### src/rtl/insn_exc_arb.sv
module insn_exc_arb #(
  parameter int PCW     = 32,
  parameter int SRW     = 16,
  parameter int VECW    = 8,
  parameter int S_BIT   = 13,
  parameter int T1_BIT  = 15,
  parameter int T0_BIT  = 14,
  parameter int V_ILL   = 4,
  parameter int V_PRIV  = 8,
  parameter int V_TRACE = 9,
  parameter int V_LINEA = 10,
  parameter int V_LINEF = 11
) (
  input  logic            clk,
  input  logic            rst_n,
  input  logic            dec_valid,
  input  logic [3:0]      dec_class,
  input  logic [PCW-1:0]  dec_pc,
  input  logic [SRW-1:0]  sr_in,
  input  logic            cmp_valid,
  input  logic            cmp_flow,
  input  logic [PCW-1:0]  cmp_pc,
  input  logic            exc_ack,
  output logic            exec_kill,
  output logic            exc_req,
  output logic [VECW-1:0] exc_vec,
  output logic [PCW-1:0]  exc_pc,
  output logic [SRW-1:0]  exc_sr
);
  localparam logic [3:0] C_ILL   = 4'd1;
  localparam logic [3:0] C_LINEA = 4'd2;
  localparam logic [3:0] C_LINEF = 4'd3;
  localparam logic [3:0] C_PRIV0 = 4'd4;

  logic [1:0]      tmode;
  logic            priv_fault, dec_fault, trace_hit;
  logic [VECW-1:0] dec_vec;

  assign tmode      = {sr_in[T1_BIT], sr_in[T0_BIT]};
  assign priv_fault = (dec_class >= C_PRIV0) && !sr_in[S_BIT];
  assign dec_fault  = dec_valid && (dec_class == C_ILL || dec_class == C_LINEA ||
                                    dec_class == C_LINEF || priv_fault);
  assign trace_hit  = cmp_valid && (tmode == 2'b10 || (tmode == 2'b01 && cmp_flow));
  assign exec_kill  = !exc_req && dec_fault;

  always_comb begin
    unique case (dec_class)
      C_ILL:   dec_vec = VECW'(V_ILL);
      C_LINEA: dec_vec = VECW'(V_LINEA);
      C_LINEF: dec_vec = VECW'(V_LINEF);
      default: dec_vec = VECW'(V_PRIV);
    endcase
  end

  always_ff @(posedge clk) begin
    if (!rst_n) begin
      exc_req <= 1'b0;
      exc_vec <= '0;
      exc_pc  <= '0;
      exc_sr  <= '0;
    end else if (exc_req) begin
      if (exc_ack) exc_req <= 1'b0;
    end else if (dec_fault) begin
      exc_req <= 1'b1;
      exc_vec <= dec_vec;
      exc_pc  <= dec_pc;
      exc_sr  <= sr_in;
    end else if (trace_hit) begin
      exc_req <= 1'b1;
      exc_vec <= VECW'(V_TRACE);
      exc_pc  <= cmp_pc;
      exc_sr  <= sr_in;
    end
  end
endmodule

### config.mk
export PLATFORM = sky130hd
export DESIGN_NAME = insn_exc_arb
export DESIGN_NICKNAME = d
export VERILOG_FILES = /design/src/rtl/insn_exc_arb.sv
export SDC_FILE = /design/constraint.sdc
export NUM_CORES = 1
export LEC_CHECK = 0
export ABC_AREA = 0
export BUFFER_PORTS_ARGS = -buffer_cell sky130_fd_sc_hd__buf_2
export CAP_MARGIN = 10
export CORE_MARGIN = 2
export CORE_UTILIZATION = 40
export CTS_BUF_LIST = sky130_fd_sc_hd__clkbuf_8
export CTS_CLUSTER_DIAMETER = 200
export CTS_CLUSTER_SIZE = 40
export DETAILED_ROUTE_END_ITERATION = 16
export PLACE_DENSITY = 0.78
export SLEW_MARGIN = 20
export SYNTH_ARGS = -nofsm -noshare
export SYNTH_HDL_FRONTEND = slang
export SYNTH_SLANG_ARGS = --single-unit
### constraint.sdc
create_clock -name clk -period 1.8 [get_ports clk]
set_clock_uncertainty 0.2 [all_clocks]
set_input_delay 0.27 -clock clk [delete_from_list [all_inputs] [get_ports clk]]
set_output_delay 0.27 -clock clk [all_outputs]
set_load 0.02 [all_outputs]
# Word level (Yosys, flattened, before mapping)
# Index checks and enable logic that the tools add are counted.
# word_totals
ff_bits,57
input_bits,90
word_cells,35
# classes
order_cmp,1
n_eq_ne,5
n_mux,11
bitwise,1
reduce_logical,13
# ops
cell,n
$mux W32,2
$mux W16,2
$mux W8,2
$pmux W4 S3,1
$eq A4 B2 Y1 const B,2
$logic_and A1 B1 Y1,5
$eq A4 B1 Y1 const B,1
$ge A4 B3 Y1 const B,1
$logic_or A1 B1 Y1,4
$mux W1,4
$eq A2 B1 Y1 const B,1
$eq A2 B2 Y1 const B,1
$logic_not A1 Y1,2
$reduce_and A2 Y1,1
$reduce_bool A2 Y1,1
$not A1 Y1,1

# Depth between registers and ports, before layout
# Gate-level depths: netlist of the first run.
# depth
word_depth,7
mapped_depth,6
depth_no_buf,5

# Worst setup path before layout of the first run
# No wires, ideal clock.
# synth_timing
path_type,input to register
start,input dec_class[0]
end,register exc_sr[0]
setup_ns,0.132
arrival_time_ns,1.519
required_ns,1.468
setup_slack_ns,-0.052
stages,6
cell_sequence,or4_4 > nand4b_2 > inv_2 > clkbuf_1 > o21ai_1 > a21oi_1
# synth_between
elab_chain_len,7
word_cells_on_any_way,12
cone_classes,1 x order compare; 3 x eq/ne; 1 x mux; 7 x reduce/logical
# synth_rtl
element,line,text
"start, declared",17,"input logic [3:0] dec_class,"
branches (longest 3 deep; another with $ge A4 B3 Y1),-,
$logic_or A1 B1 Y1 (*),42,dec_class == C_LINEF || priv_fault);
$logic_and A1 B1 Y1 (*),41,assign dec_fault = dec_valid && (dec_class == C_ILL || dec_class == C_LINEA ||
$reduce_bool A2 Y1 (no source line),-,
$reduce_and A2 Y1 (no source line),-,
"end signal, assigned",67,exc_sr <= sr_in;
"end signal, assigned",72,exc_sr <= sr_in;
"end, declared",28,output logic [SRW-1:0] exc_sr
# Every way passes the cells marked *.
# A chain may end at the register's enable or synchronous reset.

# Worst setup path after layout of the first run
# layout_timing
start,input dec_class[0]
end,output exec_kill
# layout_between
elab_chain_len,6
word_cells_on_any_way,10
cone_classes,1 x order compare; 3 x eq/ne; 6 x reduce/logical
# layout_rtl
element,line,text
branches (longest 3 deep; another with $ge A4 B3 Y1),-,
$logic_or A1 B1 Y1 (*),42,
$logic_and A1 B1 Y1 (*),41,
$logic_and A1 B1 Y1 (*),44,assign exec_kill = !exc_req && dec_fault;
"end, declared",24,"output logic exec_kill,"
# Marks and branches as above.

==> summary.txt, run 1 <==
Outcome
  – Outcome: completed

Floorplan
  – # IOs: between 100 and 150
  – Total die area: roughly 0.0066 mm²
  – Die height: between 80 and 90 µm
  – Initial core utilization: 40.9%
  – Core area: 0.00585 mm²
  – FP Rows: 28
  – Die X-Extent: 81.4 µm

Synth
  – Post-synth EDFFs: 0
  – Simple-gate share of the synthesized area: between 10% and 20%
  – Dominant cell type by area after synthesis: dfxtp_1
  – Top cells by area, synth: dfxtp_1 (44%), mux2i_1 (13%), a211oi_1 (10%)
  – #FFs+latches synth: between 50 and 60
  – Adder-cell area share of the yosys netlist: 0%
  – Seq/Total Area, Yosys: 44.3%
  – Synthesized instance count: 252
  – Post-synthesis cell type count: 30
  – Post-synthesis compound-gate area fraction: roughly a fifth
  – Asr flop ratio synth: 0%
  – Yosys warns: 0
  – Primary FF master, synth: dfxtp_1
  – Most numerous cell in the Yosys netlist: dfxtp_1
  – Post-Synth XOR/XNOR Area: 0%
  – Multiplexer area fraction after synthesis: between 10 and 15%
  – Syn Area/Cell: 9.50 µm²
  – Fraction of post-synthesis cell area in the top cell type by area: between 40% and 50%
  – Largest family of logic cells by synthesized area: compound AO/OA/AOI/OAI gates
  – Synth top cells by count: dfxtp_1 (53), a211oi_1 (32), mux2i_1 (32), nor3_1 (32), nand3_1 (19)
  – Post-Syn Area: 0.00239 mm²

Cells and area
  – # diodes: 0
  – Layout area overhead: 47.1%
  – Post-route cell area: approximately 0.0035 mm²
  – Nets@finish: 492
  – Fill count: 525
  – Layout cell share with drive strength beyond 1: 47.4%

Worst hold path
  – Hold Startpoint: sr_in[12]
  – Hold WC Path Type: input port to register
  – WHS Path Cells: 3
  – WHS Endpoint: exc_sr[12]

Critical path
  – Worst r2r src: exc_req
  – Reg2reg setup slack: 260 ps
  – Reg2reg path depth: 6
  – Critical Path Sink Type: output pin
  – CP arrival: 1330 ps
  – CP max FO: 3
  – Startpoint types: input port
  – Critical path class: input port to output pin
  – FF-to-FF End: exc_pc[29]
  – Required arrival time at the worst endpoint: 1330 ps

Global routing
  – Overall routing resource usage: about a fifth
  – Vias in the first global route: 2337
  – GR Overflow Total: 0
  – Global-route wire length before repair: 10400 µm
  – Initial antenna violation count: 0
  – Largest net degree at the start of global routing: 30

Timing
  – Final hold violations: 0
  – Fin crit share: 99.8%
  – F_max: between 500 and 600 MHz
  – RSZ-0062 raised after global routing: yes
  – Final setup TNS: 0 ps
  – Minimum clock period: 1800 ps
  – Fin. max-slew vios: 0
  – Final setup fails: 0
  – Worst hold slack: 24.5 ps
  – Post-route setup slack: 4.31 ps

Clocking
  – Root buffer cell: clkbuf_8
  – H-tree Lvls: 2
  – CTS Buf Count: 5
  – Clk buf depth: 2
  – CTS tree: yes
  – Clk pin slew, worst setup/hold paths: 90 ps
  – Clk_lat worst skew: 290 ps
  – Clock Sinks: 53

Place
  – Pre-CTS setup slack: -188 ps
  – Port-buffer cells: 143
  – Routability cong.: between 0.7 and 0.8
  – DP HPWL: 4800 µm
  – Placed Area: 0.00326 mm²

Drt
  – DRC: 0
  – DR vias: 2508
  – DR WL/cell: 14.3 µm
  – Post-DRT Antenna Nets: 0
  – Starting DRC count in detailed routing: 104
  – Drt pass-1 iters: 6
  – Vias per Instance: 5.25
  – Drt total wl: just under 7000 µm

Flow run
  – Total of max-cap violations: 0

Pwr
  – Combinational share of power: 28.7%
  – Clk pwr share: a little over a quarter
  – Net Sw Frac: 30.0%
  – VDD IR-drop max: about 0.37 mV
  – Seq pwr share: 44.2%
  – Switching Power: roughly 910 µW
  – PnR Total Power: 3.04 mW
  – Total internal power: 2.13 mW
  – Power per cell area: between 800 and 900 mW/mm²
  – P_leak: 1.76 nW
[flip-flops by register name, indices dropped and copies added, names as in the netlist]
signal / count
exc_sr: 16
exc_pc: 32
exc_req: 1
exc_vec: 4
[layout make-up]
type / count / area (µm²) / area share (%)
Timing Repair Buffer: 169 / 1050 / 29.8
Multi-Input combinational cell: 171 / 1190 / 33.8
Clock inverter: 2 / 33.8 / 0.959
Sequential cell: 53 / 1060 / 30.1
Inverter: 2 / 10.0 / 0.284
Clock buffer: 6 / 82.6 / 2.34
Tap cell: 75 / 93.8 / 2.66
[metal layers]
layer | GRT usage [%] | vias up | wire length, µm
li1 | - | 1230 | -
met1 | 23.7 | 1159 | 2810
met2 | 36.1 | 113 | 3440
met3 | 3.56 | 6 | 508
met4 | 5.42 | 0 | 61
met5 | 0 | - | 0
[how the worst max path moves through the flow]
stage                       from        end  slack (ps)
finish              dec_class[0]  exec_kill           4
global route        dec_class[0]  exec_kill         -10
CTS                 dec_class[2]  exec_kill          10
detailed placement  dec_class[0]  exec_kill        -190
global placement    dec_class[0]  exec_kill        -170
floorplan           dec_class[0]  exc_sr[0]          20
[cell usage in the layout, fill, tap and decap left out, types with 8 or more instances in the layout]
master / instances
a21oi_1: 18
o21ai_1: 10
nor3_1: 27
a211oi_1: 32
dfxtp_1: 53
buf_2: 140
o21ai_0: 8
mux2i_1: 32
buf_4: 18
nand3_1: 19
[critical path, cell delays in order]
cell and delay (ps):
buf_6 90, or4_4 550, nand4b_4 130, inv_4 50
buf_12 120, buf_8 120
[per-stage QoR]
stage          utilization [%]  instances
2_1_floorplan                -        255
3_3_place_gp              55.7        464
3_5_place_dp              55.7        464
4_1_cts                   59.2        477
5_1_grt                   60.2        478
6_report                  60.2        478
[power groups by stage]
stage          clock network [mW]  registers (mW)  logic (mW)
3_5_place_dp                    0            1.37       0.825
3_3_place_gp                    0            1.37       0.803
2_1_floorplan                   0            1.51       0.363
6_report                    0.824            1.34       0.873
4_1_cts                     0.842            1.34       0.861
5_1_grt                     0.880            1.36       0.947
[timing repair]
action,CTS,global route
cloned,1,1
setup buffers,4,0
endpoints found under the setup margin,1,5
hold buffers,0,0
pin swaps,1,1
gates resized for setup,6,6
[cell families after synthesis]
logic type,Yosys count
AO/OA/AOI/OAI,73
AND/OR/NAND/NOR,62
flip-flops,53
multiplexers,32
buffers and inverters,31
other,1
Power figures use the tool's default switching activity.
==> run 2: changes to the inputs <==
GPL_TIMING_DRIVEN = 0   (was not set)
==> run 2 against run 1 <==
Against the previous run: the flow now finishes with violations (negative setup slack); final cell count rose by 1.3%; highest routed layer unchanged; count of clock-buffer cells in the layout up 1; sequential power barely moved; largest cell class unchanged; largest power group unchanged.
==> summary.txt, run 2 (same netlist as run 1, synthesis figures left out) <==
Outcome
  – Outcome: complete, but fails checks
  – Failing checks: negative setup slack

Clocking
  – Clk_lat worst skew: 300 ps (about the same)
  – CTS tree: yes
  – Clock Sinks: 53 (unchanged)
  – CTS Buf Count: 5 (unchanged)
  – H-tree Lvls: 2 (unchanged)
  – Clk pin slew, worst setup/hold paths: 100 ps (about the same)
  – Root buffer cell: clkbuf_8
  – Clk buf depth: 2 (unchanged)

Place
  – Routability cong.: 0.698 (-8.2%)
  – DP HPWL: 5000 µm (+4.0%)
  – Dpl cells: 473 (+1.9%)
  – Port-buffer cells: 143 (unchanged)

Cells and area
  – Nets@finish: 498 (+1.2%)
  – Commonest non-fill, non-tap cell in the layout: buf_2
  – Layout cell share with drive strength beyond 1: 46.2% (-1.2 points)
  – Fin cells: 484 (+1.3%)
  – # diodes: 0 (unchanged)
  – Layout area overhead: 42.7%
  – Commonest cells after routing, fill and taps aside: buf_2 (147), dfxtp_1 (53), mux2i_1 (32), a211oi_1 (32), nor3_1 (31)
  – Largest regs: exc_pc: 32 flops, exc_sr: 16 flops, exc_vec: 4 flops
  – Core Util, Final: 58.4% (-1.8 points)
  – Most flops, register: exc_pc
  – Largest register FFs: 32 (unchanged)

Pwr
  – PnR Total Power: 2.90 mW (-4.6%)
  – Power per cell area: 849 mW/mm² (-1.7%)
  – P_leak: 1.72 nW (-2.5%)
  – VDD IR-drop max: 0.449 mV (+22%)

Timing
  – Fin. max-slew vios: 0 (unchanged)
  – Fin crit share: 104% (+4.5 points)
  – Minimum clock period: 1880 ps (+80.6 ps)
  – RSZ-0062 raised after global routing: yes
  – Final setup fails: 1 (+1)
  – Final hold violations: 0 (unchanged)
  – Post-route setup slack: -76.3 ps (-80.6 ps)
  – F_max: 533 MHz (-4.3%)
  – Final setup TNS: -76.3 ps (-76.3 ps)

Global routing
  – Overall routing resource usage: 19.5% (-0.31 points)
  – Largest net degree at the start of global routing: 20 (-33%)
  – Vias in the first global route: 2348 (+0.47%)
  – Initial antenna violation count: 0 (unchanged)
  – GR Overflow Total: 0 (unchanged)
  – Global-route wire length before repair: 10200 µm (-2.4%)

Critical path
  – Critical Path Source: dec_class[2]
  – Worst r2r src: exc_req
  – Critical path class: input port to output pin
  – CP max FO: 6 (+3)
  – Critical Path Sink Type: output pin
  – Required arrival time at the worst endpoint: 1330 ps (about the same)
  – Startpoint types: input port
  – CP arrival: 1410 ps (+80 ps)

Drt
  – Starting DRC count in detailed routing: 69 (-34%)
  – Drt pass-1 iters: 4 (-2)
  – DR WL/cell: 13.7 µm (-3.8%)
  – DRC: 0 (unchanged)
  – Post-DRT Antenna Nets: 0 (unchanged)
  – Vias per Instance: 5.08 (-3.2%)
  – DR vias: 2459 (-2.0%)
  – Drt total wl: 6640 µm (-2.6%)

Floorplan
  – FP Rows: 28 (unchanged)
  – Total die area: 0.00662 mm² (unchanged)
  – Die X-Extent: 81.4 µm (unchanged)
  – Core area: 0.00585 mm² (unchanged)
  – Initial core utilization: 40.9% (unchanged)
  – # IOs: 148 (unchanged)
  – Die height: 81.4 µm (unchanged)

Flow run
  – Total of max-cap violations: 0 (unchanged)

Worst hold path
  – Hold Startpoint: sr_in[2]
  – Hold WC Path Type: input port to register
## run 2: cell types whose count changed in the layout (fill, tap and decap cells not counted), sizes merged
cell,previous run,this run
buf,167,162
clkbuf,7,20
clkinv,1,3
bufbuf,1,0
bufinv,1,0
inv,2,0
## run 2: cell type report
type | count | area (µm²)
Inverter | 2 | 12.5
Multi-Input combinational cell | 171 | 1180
Sequential cell | 53 | 1060
Buffer | 28 | 200
Tap cell | 75 | 93.8
Clock buffer | 7 | 96.3
Fill cell | 549 | 2430
Timing Repair Buffer | 147 | 764
Clock inverter | 1 | 5.00
## run 2: routing by layer
metal  up-vias  global-route usage [%]  share of wire, %
met5         -                       0                 0
met4         0                    5.25              0.80
met3         4                    3.67               6.6
met2        85                    35.3                50
met1      1116                    23.5                43
li1       1254                       -                 -
## run 2: metrics by stage
stage               cell area [µm²]  hold slack, ps  setup slack, ps
floorplan                      2410             203             19.5
global placement               3220             249             -263
detailed placement             3220             254             -298
CTS                            3340            15.1             -167
global route                   3420            16.2             -111
finish                         3420            2.79            -76.3
## run 2: power by group
part           switching [mW]  internal, mW
registers              0.0593          1.29
logic                   0.467         0.354
clock network           0.385         0.349
## run 2: critical path: stages
cell and delay (ps):
buf_6 100, or4_4 550, nand4b_4 130, clkinv_4 90
buf_8 140, buf_6 120
## run 2: worst paths after layout
| path | cells past startpoint | slack [ps] | endpoint |
|---|---|---|---|
| worst min register to register | 2 | 260 | exc_vec[1] |
| worst max register to register | 5 | 110 | exc_pc[9] |
| worst min-delay path | 3 | 3 | exc_sr[2] |
| worst max-delay path | 6 | -80 | exec_kill |
## run 2: repair_timing
action / CTS / global route
resized for setup: 5 / 21
setup buffers: 0 / 4
pin swaps: 0 / 4
hold buffers: 0 / 0
endpoints found under the setup margin: 20 / 46
